<file path="config.mk">
export PLATFORM = sky130hd
export DESIGN_NAME = clkdiv_out_stage
export DESIGN_NICKNAME = d
export VERILOG_FILES = /design/src/rtl/clkdiv_pkg.sv /design/src/rtl/clkdiv_core.sv /design/src/rtl/clk_glitchless_mux.sv /design/src/rtl/clk_pin_ctrl.sv /design/src/rtl/clkdiv_out_stage.sv
export SDC_FILE = /design/constraint.sdc
export NUM_CORES = 1
export LEC_CHECK = 0
export ABC_CLOCK_PERIOD_IN_PS = 3150
export CAP_MARGIN = 20
export CORE_MARGIN = 4
export CORE_UTILIZATION = 45
export DETAILED_ROUTE_END_ITERATION = 8
export HOLD_SLACK_MARGIN = 0.15
export MAX_ROUTING_LAYER = met4
export PLACE_DENSITY = 0.71
export SYNTH_ARGS = -nofsm -noshare
export SYNTH_HDL_FRONTEND = slang
export SYNTH_HIERARCHICAL = 1
export SYNTH_SLANG_ARGS = --single-unit
</file>
<file path="constraint.sdc">
create_clock -name ref_clk -period 3.15 [get_ports ref_clk]
set_clock_uncertainty 0.1 [all_clocks]
set_input_delay 0.7875 -clock ref_clk [delete_from_list [all_inputs] [get_ports ref_clk]]
set_output_delay 0.7875 -clock ref_clk [all_outputs]
set_load 0.01 [all_outputs]
</file>
<file path="src/rtl/clkdiv_pkg.sv">
package clkdiv_pkg;

  typedef enum logic [1:0] {
    ROLE_GATE  = 2'd0,
    ROLE_SLEEP = 2'd1,
    ROLE_CLK   = 2'd2,
    ROLE_SPARE = 2'd3
  } pin_role_e;

  localparam int unsigned SRC_N = 3;

  // Select code 3 is folded onto source 0.
  function automatic logic [1:0] sel_clean(input logic [1:0] s);
    return (s == 2'd3) ? 2'd0 : s;
  endfunction

  // Ratios below 2 pass the reference straight through.
  function automatic logic ratio_bypass(input int unsigned p);
    return p < 2;
  endfunction

  // Number of full reference cycles the rising-edge stage stays high.
  function automatic int unsigned ratio_high(input int unsigned p);
    return p >> 1;
  endfunction

endpackage

</file>
<file path="src/rtl/clkdiv_core.sv">
module clkdiv_core #(
  parameter int unsigned PW = 6
) (
  input  logic          clk,
  input  logic          rst_n,
  input  logic          clr,
  input  logic [PW-1:0] div_p,
  output logic          divp_clk,
  output logic          divp_lvl,
  output logic          half_clk
);
  import clkdiv_pkg::*;

  logic [PW-1:0] cnt;
  logic [PW-1:0] hi_len;
  logic [PW-1:0] last;
  logic          pos_q, neg_q, d2_q;
  logic          bypass, odd;

  assign bypass = ratio_bypass(int'(div_p));
  assign odd    = div_p[0];
  assign hi_len = PW'(ratio_high(int'(div_p)));
  assign last   = div_p - 1'b1;

  always_ff @(posedge clk or negedge rst_n) begin
    if (!rst_n) begin
      cnt   <= '0;
      pos_q <= 1'b0;
      d2_q  <= 1'b0;
    end else if (clr) begin
      cnt   <= '0;
      pos_q <= 1'b0;
      d2_q  <= 1'b0;
    end else begin
      pos_q <= (cnt < hi_len);
      cnt   <= (cnt >= last) ? '0 : cnt + 1'b1;
      d2_q  <= ~d2_q;
    end
  end

  // Half-cycle retimed copy stretches odd ratios to a symmetric shape.
  always_ff @(negedge clk or negedge rst_n) begin
    if (!rst_n)   neg_q <= 1'b0;
    else if (clr) neg_q <= 1'b0;
    else          neg_q <= pos_q;
  end

  assign divp_clk = bypass ? clk : (odd ? (pos_q | neg_q) : pos_q);
  // Level held through the coming low reference phase.
  assign divp_lvl = bypass ? 1'b0 : pos_q;
  assign half_clk = d2_q;

  p_cnt_wrap_r1: assert property (@(posedge clk) disable iff (!rst_n)
    (!clr && !bypass && cnt == last) |=> (cnt == '0));

  p_clear_hold_r9: assert property (@(posedge clk) disable iff (!rst_n)
    clr |=> (cnt == '0 && !pos_q && !d2_q));

endmodule

</file>
<file path="src/rtl/clk_glitchless_mux.sv">
module clk_glitchless_mux (
  input  logic       clk,
  input  logic       rst_n,
  input  logic [2:0] src,
  input  logic [2:0] lvl,
  input  logic [1:0] sel_req,
  output logic       mux_clk,
  output logic       mux_lvl
);
  import clkdiv_pkg::*;

  logic [1:0] req, cur;
  logic       sw_ok;

  assign req   = sel_clean(sel_req);
  assign sw_ok = (req != cur) && !lvl[cur] && !lvl[req];

  always_ff @(negedge clk or negedge rst_n) begin
    if (!rst_n)     cur <= 2'd0;
    else if (sw_ok) cur <= req;
  end

  assign mux_clk = src[cur];
  assign mux_lvl = lvl[cur];

  // The low phase right after a switch must show a low output.
  p_switch_low_r6: assert property (@(posedge clk) disable iff (!rst_n)
    !$stable(cur) |-> !mux_clk);

endmodule

</file>
<file path="src/rtl/clk_pin_ctrl.sv">
module clk_pin_ctrl (
  input  logic       clk,
  input  logic       rst_n,
  input  logic [1:0] pin_mode,
  input  logic       pin_in,
  output logic       sleep_q,
  output logic       pri_oe,
  output logic       clk_role
);
  import clkdiv_pkg::*;

  pin_role_e role;
  logic      sleep_req;

  assign role      = pin_role_e'(pin_mode);
  assign sleep_req = (role == ROLE_SLEEP) && !pin_in;
  assign clk_role  = (role == ROLE_CLK);
  assign pri_oe    = !(((role == ROLE_GATE) || (role == ROLE_SPARE)) && !pin_in);

  always_ff @(negedge clk or negedge rst_n) begin
    if (!rst_n) sleep_q <= 1'b0;
    else        sleep_q <= sleep_req;
  end

endmodule

</file>
<file path="src/rtl/clkdiv_out_stage.sv">
module clkdiv_out_stage #(
  parameter int unsigned PW = 6
) (
  input  logic          ref_clk,
  input  logic          rst_n,
  input  logic [PW-1:0] div_p,
  input  logic [1:0]    pri_sel,
  input  logic [1:0]    sec_sel,
  input  logic [1:0]    pin_mode,
  input  logic          pin_in,
  output logic          pri_clk,
  output logic          sec_clk,
  output logic          pri_oe,
  output logic          sec_oe
);
  logic divp_clk, divp_lvl, half_clk;
  logic pri_raw, pri_lvl, sec_raw, sec_lvl;
  logic sleep_active, clk_role;

  clk_pin_ctrl u_pin (
    .clk      (ref_clk),
    .rst_n    (rst_n),
    .pin_mode (pin_mode),
    .pin_in   (pin_in),
    .sleep_q  (sleep_active),
    .pri_oe   (pri_oe),
    .clk_role (clk_role)
  );

  clkdiv_core #(.PW(PW)) u_core (
    .clk      (ref_clk),
    .rst_n    (rst_n),
    .clr      (sleep_active),
    .div_p    (div_p),
    .divp_clk (divp_clk),
    .divp_lvl (divp_lvl),
    .half_clk (half_clk)
  );

  clk_glitchless_mux u_pri_mux (
    .clk     (ref_clk),
    .rst_n   (rst_n),
    .src     ({divp_clk, half_clk, ref_clk}),
    .lvl     ({divp_lvl, half_clk, 1'b0}),
    .sel_req (pri_sel),
    .mux_clk (pri_raw),
    .mux_lvl (pri_lvl)
  );

  clk_glitchless_mux u_sec_mux (
    .clk     (ref_clk),
    .rst_n   (rst_n),
    .src     ({pri_raw, half_clk, ref_clk}),
    .lvl     ({pri_lvl, half_clk, 1'b0}),
    .sel_req (sec_sel),
    .mux_clk (sec_raw),
    .mux_lvl (sec_lvl)
  );

  assign sec_oe  = clk_role && rst_n;
  assign pri_clk = pri_raw & ~sleep_active;
  assign sec_clk = sec_raw & ~sleep_active & sec_oe;

  p_sec_quiet_r8: assert property (@(posedge ref_clk) disable iff (!rst_n)
    !sec_oe |-> !sec_clk);

  p_sleep_low_r9: assert property (@(posedge ref_clk) disable iff (!rst_n)
    sleep_active |-> (!pri_clk && !sec_clk));

  p_sec_copy_r5: assert property (@(posedge ref_clk) disable iff (!rst_n)
    (sec_oe && !sec_lvl && !pri_lvl) |-> !sec_clk);

endmodule

</file>
==> results of run 1 <==
## flip-flops by register name (all words and copies together), names as in the netlist
register and cells:
u_core/cnt 6, u_core/half_clk 1, u_core/neg_q 1, u_core/pos_q 1
u_pin/sleep_q 1, u_pri_mux/cur 2, u_sec_mux/cur 2
## synth_stat cells
master	number
o2bb2ai_2	2
xnor2_1	6
and2b_2	1
conb_1	1
nand2b_1	2
a21oi_1	5
or3_1	1
a311oi_1	1
ha_1	14
and2_4	1
nor2_1	11
or3_4	1
o41ai_1	4
nor2b_1	4
nand4_1	1
dfrtn_1	6
and4b_1	1
nor3_1	2
inv_1	14
a211oi_1	1
mux2i_1	10
o221ai_1	1
nand2_1	4
dfrtp_1	8
nand3_1	3
and2_1	1
a211o_1	1
xor2_1	2
o21ai_0	7
## logic make-up (layout without fill, tap and decap cells)
group                      after synthesis  in the layout  synth area share
xor gates and xnor gates                 8              8           0.06444
and+or+nand+nor                         33             33            0.1623
buffers and inverters                   14             74           0.04833
DFF                                     14             14            0.3222
AOI/OAI and AO/OA                       22             22            0.1461
adders and majority gates               14             14            0.1611
muxes                                   10             10           0.09206
other                                    1              6          0.003449
## through the flow
step / instance area (um^2) / TNS [ns] / worst slack, ns / power (W)
after floorplan: 1114 / -4.127 / -0.9310 / 0.0006031
after global placement: 1471 / -7.097 / -1.361 / 0.0007647
after detailed placement: 1471 / -7.684 / -1.475 / 0.0007993
after CTS: 1672 / -4.671 / -1.178 / 0.001286
after global routing: 1748 / -5.283 / -1.219 / 0.001432
final: 1748 / -5.004 / -1.093 / 0.001329
## worst max-delay path, stage by stage, from the launching register on
cell and delay (ns):
dfrtn_1 0.48, mux2i_2 0.28, o21ai_2 0.10, clkbuf_8 0.14, nand2_2 0.05, o21ai_2 0.04
and4b_1 0.16, buf_2 0.13
## per-layer routing
| metal | vias up | global-route usage | wire length [um] |
|---|---|---|---|
| met2 | 40 | 0.3491 | 1739 |
| li1 | 535 | - | - |
| met1 | 529 | 0.1819 | 1246 |
| met4 | 0 | 0.2285 | 104 |
| met3 | 13 | 0.1018 | 174 |
| met5 | - | - | 0 |
## final cells by class
cell class | count | area, um^2 | share of cell area
multi-input cells | 93 | 807.0 | 0.4617
repair buffers | 43 | 365.4 | 0.2090
flip-flops and latches | 14 | 350.3 | 0.2004
clock buffers | 16 | 120.1 | 0.06872
inverters | 14 | 52.55 | 0.03006
well taps | 28 | 35.03 | 0.02004
clock inverters | 1 | 17.52 | 0.01002
## path summary, 6_finish.rpt
check | endpoint | slack (ns)
min reg2reg | u_core/pos_q | 0.41
max reg2reg | u_sec_mux/cur[1] | -0.13
max | sec_clk | -1.09
min in group asynchronous | u_core/cnt[4] | 0.72
min | u_core/pos_q | 0.41
max in group asynchronous | u_sec_mux/cur[1] | 0.62
## power by group
group	internal, W	switching, W	leakage [nW]
Combinational	0.000272	0.000256	0.581
Sequential	0.000244	0.0000702	0.176
Clock	0.000316	0.000171	0.115
## timing repair
item / CTS / global route
gates resized for setup: 37 / 13
endpoints found under the hold margin: 0 / 0
buffers inserted: 7 / 1
pin swaps: 9 / 5
setup endpoints to repair: 13 / 19
==> impl_metrics.toml, run 1 <==
[yosys]
synth.top_cell.area_share = 0.1841
ys_types = 29
ys_warn_count = 6
yosys.area.top_type = "dfrtp_1"
synth_area_per_cell_um2 = 9.373
synth-seq-cells = 14
syn_area_um2 = 1087
syn_inst = 116
synthTopCellsByArea = "dfrtp_1 18%, ha_1 16%, dfrtn_1 14%"
synth.yosys.seq_area_share = 0.3222

[floorplan]
initial_core_util = 0.4822
dieArea_um2 = 3267
core_um2 = 2255
ioPinCount = 19
rows = 17
die_w_um = 57.16
die_height_um = 57.16

[outcome]
violations = "setup timing"
status = "finished, violations left"

[sta]
slew_viol_final = 0
final-setup-viol-count = 13
rsz0062_at_grt = "true"
hold_slack_ns = 0.4097
fin_ws_ns = -1.093
hold_viol = 0

[hold_path]
hp-start = "u_core/cnt[5]"
hold_depth = 1
hold_class = "reg -> reg"

[cts]
cts_tree = "built"
holdBufCountCts = 0
insertion_delay_ns = 0.41
path_clk_slew_ns = 0.08

[routing]
ant_nets = 0
wl_mm = 3.265
num_vias = 1117
post_drt_wl_per_cell_um = 15.62
drt-vias-per-instance = 5.344
drt_iter0_drc = 88
route.detailed.drc = 0
first_pass_iters = 4

[pwr]
p_leak_nw = 0.8723
peakVddDrop_uv = 558.6
power.density_nw_per_um2 = 760.1

[place]
placed_cells = 186
hpwl_mm = 2.107
gp_congestion = 0.7631
port-buffer-count = 18

[critical_path]
ff2ff_path_depth = 6
cp_max_fo = 3
r2r-start = "u_core/half_clk"
cp.arrival_ns = 3.36
crit_start = "u_pri_mux/cur[0]"
end_kind = "output pin"
required_ns = 2.26
worst-setup-path-type = "reg -> out"
critPathLaunchType = "register"

[layout]
layout_commonest_cell = "buf_4"
area_growth_syn_to_layout_pct = 60.76
drive_gt1_frac = 0.3646
instances_no_fill = 209
nets = 209
antennaDiodeCount = 0
num-fill-cells = 157
final_cell_mix = "25 x buf_4, 14 x inv_1, 14 x ha_1"
final_util = 0.7753

[job]
maxCapViolations = 0

[global_routing]
grt-ovfl-total = 0
grt_use_total = 0.2210
antenna_found_initial = 0
grt_pass1_vias = 1328
grt_pass1_wl_mm = 5.133
grt_max_degree = 9
Note: power is estimated with default switching activity, not from simulation.
==> inputs of run 2 (changes only) <==
--- a/config.mk
+++ b/config.mk
@@ -7,7 +7,6 @@
 export LEC_CHECK = 0
 export ABC_CLOCK_PERIOD_IN_PS = 3150
 export CAP_MARGIN = 20
-export CORE_MARGIN = 4
 export CORE_UTILIZATION = 45
 export DETAILED_ROUTE_END_ITERATION = 8
 export HOLD_SLACK_MARGIN = 0.15
==> impl_metrics.toml, run 2 (synthesis gave the netlist of run 1 again) <==
[hold_path]
hp-start = "u_core/cnt[5]"
hold_class = "reg -> reg"

[floorplan]
initial_core_util = 0.4822
die_height_um = 51.16
dieArea_um2 = 2617
die_w_um = 51.16
rows = 17
core_um2 = 2255
ioPinCount = 19

[routing]
drt-vias-per-instance = 5.346
wl_mm = 3.150
route.detailed.drc = 0
drt_iter0_drc = 47
first_pass_iters = 4
post_drt_wl_per_cell_um = 15.14
ant_nets = 0
num_vias = 1112

[pwr]
peakVddDrop_uv = 501.5
p_leak_nw = 0.8753
total_power_w = 0.001350
power.density_nw_per_um2 = 778.6

[place]
dpl_cell_area_um2 = 1471
hpwl_mm = 1.986
gp_congestion = 0.8192
port-buffer-count = 18
placed_cells = 186

[layout]
final_area_um2 = 1734
layout_commonest_cell = "buf_4"
nets = 208
largest_reg_flops = 6
antennaDiodeCount = 0
final_cell_mix = "23 x buf_4, 14 x inv_1, 14 x ha_1, 11 x clkbuf_4, 11 x nor2_1"
num-fill-cells = 159
drive_gt1_frac = 0.3500
reg_top3 = "u_core/cnt x6, u_pri_mux/cur x2, u_sec_mux/cur x2"
instances_no_fill = 208
largest-register = "u_core/cnt"
area_growth_syn_to_layout_pct = 59.49

[global_routing]
grt_max_degree = 9
antenna_found_initial = 0
grt_pass1_wl_mm = 4.705
grt_pass1_vias = 1200
grt-ovfl-total = 0
grt_use_total = 0.2724

[sta]
fin_ws_ns = -1.148
timing.setup.tns_ns = -4.846
rsz0062_at_grt = "true"
worst_pin_slew_ns = 0.5125
slew_viol_final = 0
relSlewSlack = 0.6583
hold_viol = 0
final-setup-viol-count = 13

[critical_path]
r2r-start = "u_core/half_clk"
ff2ff_path_depth = 6
endpoint = "sec_clk"
crit_family = "flip-flops"
cpPeakStageDelay_ns = 0.51
critPathLaunchType = "register"
cp.arrival_ns = 3.41
path_cells = "mux2i_2 -> o21ai_2 -> buf_4 -> nand2_2 -> o21ai_1 -> and4b_1 -> buf_2"
slowest_stage = "dfrtn_1"
r2r_end = "u_sec_mux/cur[1]"
cp.depth = 7
crit_start = "u_pri_mux/cur[0]"
required_ns = 2.26
worst-setup-path-type = "reg -> out"
cp_num_buf_inv = 2
r2r_setup_slack_ns = -0.06
end_kind = "output pin"
cp_max_fo = 3

[cts]
insertion_delay_ns = 0.41
path_clk_slew_ns = 0.10
cts_tree = "built"

[outcome]
status = "finished, violations left"
violations = "setup timing"

[job]
maxCapViolations = 0
## run 2: changes by cell type in the layout (fill, tap and decap cells not counted), moves of 2 or more
cell and change:
a21oi_2 -2, a21oi_1 +2, mux2i_2 +2, buf_4 -2, buf_6 +2, mux2i_4 -2
## run 2: what timing repair did
action	CTS	global route
gates resized for setup	39	10
hold buffers	0	0
setup endpoints to repair	13	14
setup buffers	5	3
pin swaps	5	2
## run 2: worst min-delay path by stage
stage	slack, ns	cells past startpoint	endpoint
after floorplan	0.30	1	u_core/neg_q
after global placement	0.38	1	u_core/pos_q
after detailed placement	0.39	1	u_core/pos_q
after CTS	0.40	1	u_core/pos_q
after global routing	0.40	1	u_core/pos_q
final	0.39	1	u_core/pos_q
## run 2: final cells by class
class / count / area (um^2) / share of cell area
clock inverter: 1 / 17.52 / 0.01010
inverter: 14 / 52.55 / 0.03030
tap: 28 / 35.03 / 0.02020
sequential: 14 / 350.3 / 0.2020
clock buffer: 16 / 123.9 / 0.07143
timing repair buffer: 42 / 367.9 / 0.2121
multi-input combinational: 93 / 787.0 / 0.4538
## run 2: power by group
part	leakage, nW	total, W	internal, W	switching (W)
clock	0.116	0.000506	0.000320	0.000186
sequential	0.176	0.000314	0.000244	0.0000704
combinational	0.583	0.000530	0.000278	0.000251
total	0.875	0.00135	0.000842	0.000508
## run 2: worst reg2reg max path, delay by kind of cell (launching register included)
family / cells / cell delay [ns]
AO/OA/AOI/OAI: 3 / 0.41
flip-flops: 1 / 0.39
multiplexers: 3 / 0.60
## run 2: stage by stage
stage	hold WS, ns	util	setup slack (ns)
after floorplan	0.2984	-	-0.9310
after global placement	0.3786	0.6526	-1.360
after detailed placement	0.3892	0.6526	-1.457
after CTS	0.4021	0.7453	-1.186
after global routing	0.3995	0.7691	-1.250
final	0.3926	0.7691	-1.148
## run 2: routing by layer
metal | up-vias | wire length (um) | global-route usage | share of wire
met5 | - | 0 | - | 0
met4 | 0 | 55 | 0.2176 | 0.017
met3 | 8 | 176 | 0.1548 | 0.056
met2 | 41 | 1654 | 0.4167 | 0.53
met1 | 535 | 1263 | 0.2458 | 0.40
li1 | 528 | - | - | -
==> inputs of run 3 (changes only) <==
--- a/config.mk
+++ b/config.mk
@@ -16,3 +16,4 @@
 export SYNTH_HDL_FRONTEND = slang
 export SYNTH_HIERARCHICAL = 1
 export SYNTH_SLANG_ARGS = --single-unit
+export TNS_END_PERCENT = 100
==> results of run 3 <==
No change in the layout: final DEF, timing and power equal those of run 2.
